## config.mk

```make
export PLATFORM = sky130hd
export DESIGN_NAME = metaring_sequencer
export DESIGN_NICKNAME = d
export VERILOG_FILES = /design/src/rtl/metaring_sequencer.sv
export SDC_FILE = /design/constraint.sdc
export NUM_CORES = 1
export LEC_CHECK = 0
export ABC_AREA = 1
export BUFFER_PORTS_ARGS = -buffer_cell sky130_fd_sc_hd__buf_2
export CAP_MARGIN = 20
export CORE_UTILIZATION = 47
export DETAILED_ROUTE_END_ITERATION = 7
export PLACE_DENSITY = 0.74
export SLEW_MARGIN = 20
export SYNTH_ARGS = -nofsm -noshare
export SYNTH_HDL_FRONTEND = slang
export SYNTH_SLANG_ARGS = --single-unit
export TNS_END_PERCENT = 50
```

## constraint.sdc

```tcl
create_clock -name clk -period 3 [get_ports clk]
set_input_delay 0.3 -clock clk [delete_from_list [all_inputs] [get_ports clk]]
set_output_delay 0.3 -clock clk [all_outputs]
set_load 0.02 [all_outputs]
```

## src/rtl/metaring_sequencer.sv

```systemverilog
module metaring_sequencer #(
  parameter int CW = 8
) (
  input  logic          clk,
  input  logic          rst_n,
  input  logic          enable,
  input  logic [CW-1:0] cycle_len,
  input  logic [CW-1:0] meta_len,
  input  logic [CW-1:0] sample_dly,
  input  logic          ring_in,
  output logic          ring_join,
  output logic          sample_strobe,
  output logic          bit_out,
  output logic          bit_valid
);
  typedef enum logic [1:0] {ST_IDLE, ST_META, ST_GEN} st_t;

  st_t           st;
  logic [CW-1:0] cnt, meta_q, gen_q, dly_q;
  logic          cap, v0, d1, v1;

  wire cfg_ok = (meta_len != '0) && (sample_dly != '0) && (cycle_len > meta_len)
                && (sample_dly < (cycle_len - meta_len));

  assign ring_join     = (st == ST_GEN);
  assign sample_strobe = (st == ST_GEN) && (cnt == dly_q);

  always_ff @(posedge clk) begin
    if (!rst_n) begin
      st     <= ST_IDLE;
      cnt    <= '0;
      meta_q <= '0;
      gen_q  <= '0;
      dly_q  <= '0;
    end else begin
      case (st)
        ST_IDLE: begin
          cnt <= '0;
          if (enable && cfg_ok) begin
            st     <= ST_META;
            meta_q <= meta_len;
            gen_q  <= cycle_len - meta_len;
            dly_q  <= sample_dly;
          end
        end
        ST_META: begin
          if (cnt == meta_q - 1'b1) begin
            st  <= ST_GEN;
            cnt <= '0;
          end else cnt <= cnt + 1'b1;
        end
        default: begin
          if (cnt == gen_q - 1'b1) begin
            st  <= enable ? ST_META : ST_IDLE;
            cnt <= '0;
          end else cnt <= cnt + 1'b1;
        end
      endcase
    end
  end

  always_ff @(posedge clk) begin
    if (!rst_n) begin
      cap <= 1'b0; v0 <= 1'b0;
      d1  <= 1'b0; v1 <= 1'b0;
      bit_out <= 1'b0; bit_valid <= 1'b0;
    end else begin
      if (sample_strobe) cap <= ring_in;
      v0        <= sample_strobe;
      d1        <= cap;
      v1        <= v0;
      bit_out   <= d1;
      bit_valid <= v1;
    end
  end

  assert_reset_parks_R1: assert property (@(posedge clk)
    !rst_n |=> (!ring_join && !sample_strobe && !bit_valid));

  assert_strobe_after_release_R3: assert property (@(posedge clk) disable iff (!rst_n)
    sample_strobe |-> (ring_join && $past(ring_join)));

  assert_valid_after_strobe_R4: assert property (@(posedge clk) disable iff (!rst_n)
    bit_valid |-> $past(sample_strobe, 3));

  assert_valid_single_R4: assert property (@(posedge clk) disable iff (!rst_n)
    bit_valid |=> !bit_valid);

  assert_parked_stays_R7: assert property (@(posedge clk) disable iff (!rst_n)
    (!enable && !ring_join && $past(!ring_join) && !$past(enable)) |=> !ring_join || $past(st == ST_META));
endmodule

```

==> impl_metrics.tcl <==
set metrics [dict create \
    status "finished, final reports clean" \
    multi_input_area_um2 1640 \
    wl_per_cell_um 10.9 \
    clock_path_buffers 2 \
    grt_pass1_vias 2420 \
    hp-class "input pin to flip-flop" \
    critPathArrivalTime_ns 2.86 \
    ys_ff_latch 40 \
    power_density_nw_per_um2 510 \
    yosysTopAreaCell "dfxtp_1" \
    syn_nets 486 \
    grt_usage_pct 21.4 \
    seqPwrFrac_pct 39.2 \
    path_clk_slew_ns 0.08 \
    drt_iter0_drc 112 \
    ys_top_cells_by_count "nand2_1, nor2_1, inv_1, dfxtp_1, o21ai_0" \
    reg2reg_from "meta_q[0]" \
    nets 520 \
    vias 2612 \
    swShare_pct 34.0 \
    yosys.area.top_type_share_pct 29.2 \
    grt_max_degree 33 \
    p_clk_share_pct 27.1 \
    initial_core_util_pct 49.2 \
    worst_slew_pin_slew_ns 0.462 \
    cts_htree_levels 2 \
    grt_pass1_wl_um 10400 \
    cts_tree "yes" \
    num_rows 27 \
    crit_fanout 6 \
    finalCritPeriodShare_pct 89.4 \
    syn_area_um2 2740 \
    cap_violations 0 \
    ir_drop_mv 0.218 \
    drive_above_1_share_pct 11.0 \
    layout_min_cycle_time_ns 2.68 \
    ys_seq_area_share_pct 29.2 \
    slew_headroom_pct 69.2 \
    die_y_um 78.4 \
    post-place-ws_ns -0.00535 \
    switchingPower_w 0.000535 \
    pwr-share-comb_pct 33.7 \
    leakagePower_nw 1.58 \
    clk_latency_ns 0.28 \
    die_w_um 78.4 \
    finalWorstSetupSlack_ns 0.317 \
    slew_violations 0 \
    internal_power_w 0.00104 \
    clock_skew_ns 0.00611 \
    synthDistinctLibCells 28 \
    io_buffers 31 \
    n_fill_cell 581 \
    setup.worst_path.start "meta_len[0]" \
    end_kind "flip-flop" \
    regArea_um2 801 \
    gp_congestion 0.878 \
    io_pins 32 \
    yosys-top-cells-area "dfxtp_1, nand2_1, nor2_1, ha_1, inv_1" \
    gr-total-overflow 0 \
    rsz0062_at_grt "false" \
    total_power_w 0.00158 \
    numCtsBuffers 5 \
    antenna_found_initial 0 \
    syn_area_per_cell_um2 6.24 \
    syn_inst 439 \
    hp-start "ring_in" \
    syn_to_final_growth_pct 12.7 \
    crit_type "input pin to flip-flop" \
    hold_viol 0 \
    cts_root_buf "clkbuf_8" \
    synth.most_common_cell "nand2_1" \
    setup_viol 0 \
    required_ns 3.18 \
    clkSinkCount 40 \
    wirelength_um 5930 \
    synth_warnings 0 \
    start_kind "input pin" \
    vias_per_cell 4.78 \
    ant_nets 0 \
    post-route-drc-count 0 \
    ys.flop_type "dfxtp_1" \
    tns_ns 0 \
    antennaDiodeCount 0 \
    synth-edff-count 0 \
    fmax_mhz 373 \
    synthArstFlopShare_pct 0 \
    place_hpwl_um 4890 \
    dieArea_um2 6140 \
    core_area_um2 5570 \
    first_pass_iters 4 \
]
cell type report:
class / count / area share, %
clock inverter: 3 / 1.38
tap: 72 / 2.91
clock buffer: 5 / 2.23
timing repair buffer: 39 / 7.37
multi-input combinational: 329 / 53.1
sequential: 40 / 25.9
inverter: 58 / 7.13
worst max-delay path: stages:
cell      delay, ns
buf_2          0.13
ha_1           0.22
fa_1           0.40
nand3b_1       0.19
nand2_1        0.12
nand2_1        0.06
nand2_1        0.06
xnor2_1        0.15
ha_1           0.27
nand2_1        0.09
inv_1          0.04
a21oi_1        0.13
nand3_1        0.09
nor2_2         0.10
nand2_2        0.10
buf_4          0.17
o21ai_0        0.18
nor2_1         0.05
path summary, 6_finish.rpt:
check                    to  slack, ns  cells past startpoint
setup / recovery   dly_q[3]       0.32                     18
hold / removal          cap       0.25                      3
setup reg to reg     cnt[6]       1.13                     12
hold reg to reg   bit_valid       0.42                      2
flip-flops by register name, indices dropped and copies added (netlist names):
name and cells:
v0 1, dly_q 8, cnt 8, meta_q 8, gen_q 8, cap 1, st 2, bit_valid 1
d1 1, v1 1, bit_out 1
cell usage in the layout, fill, tap and decap left out, types with 2 or more instances in the layout:
cell type  Yosys  layout
dfxtp_1       40      40
clkbuf_8       0       5
nor2_1       106     106
nor3b_1        2       2
o21ai_1        0       2
nand2_1      110     110
o21ai_0       22      20
inv_1         56      56
xnor2_1        9       9
nand4_1        5       5
nor3_1         5       5
ha_1          18      18
nand3_1       20      20
a21oi_1       10      10
buf_4          0       7
xor2_1        14      14
buf_2          1      31
power groups by stage:
stage | clock network (W) | logic, W | registers (W)
global route | 0.000465 | 0.000621 | 0.000624
global placement | 0 | 0.000511 | 0.000628
detailed placement | 0 | 0.000530 | 0.000630
finish | 0.000427 | 0.000531 | 0.000617
floorplan | 0 | 0.000424 | 0.000616
CTS | 0.000437 | 0.000532 | 0.000617
stage by stage:
step	instance area, µm²	std cells	hold WS [ns]	util, %
floorplan	2740	439	0.390	-
global placement	2980	538	0.392	53.4
detailed placement	2980	538	0.407	53.4
CTS	3090	546	0.243	55.4
global route	3090	546	0.246	55.4
finish	3090	546	0.249	55.4
logic make-up (layout without fill, tap and decap cells):
group                    after synthesis  in the layout  synth area share (%)
flip-flops                            40             40                  29.2
AO/OA/AOI/OAI                         35             35                  6.62
XOR/XNOR                              23             23                  7.35
buffers and inverters                 70            105                  11.0
adder cells (fa/ha/maj)               19             19                  8.95
AND/OR/NAND/NOR                      252            252                  36.9
metal layers:
metal  global-route usage (%)  wire length [µm]
met2                     36.0              2650
met3                     3.49               193
met4                     7.41               152
met5                        0                 0
met1                     27.7              2930
what timing repair did:
action | in CTS | in global routing
hold buffers | 0 | 0
gates resized for setup | 0 | 2
setup buffers | 0 | 0
endpoints found under the setup margin | 0 | 3
(Power assumes the default switching activity.)
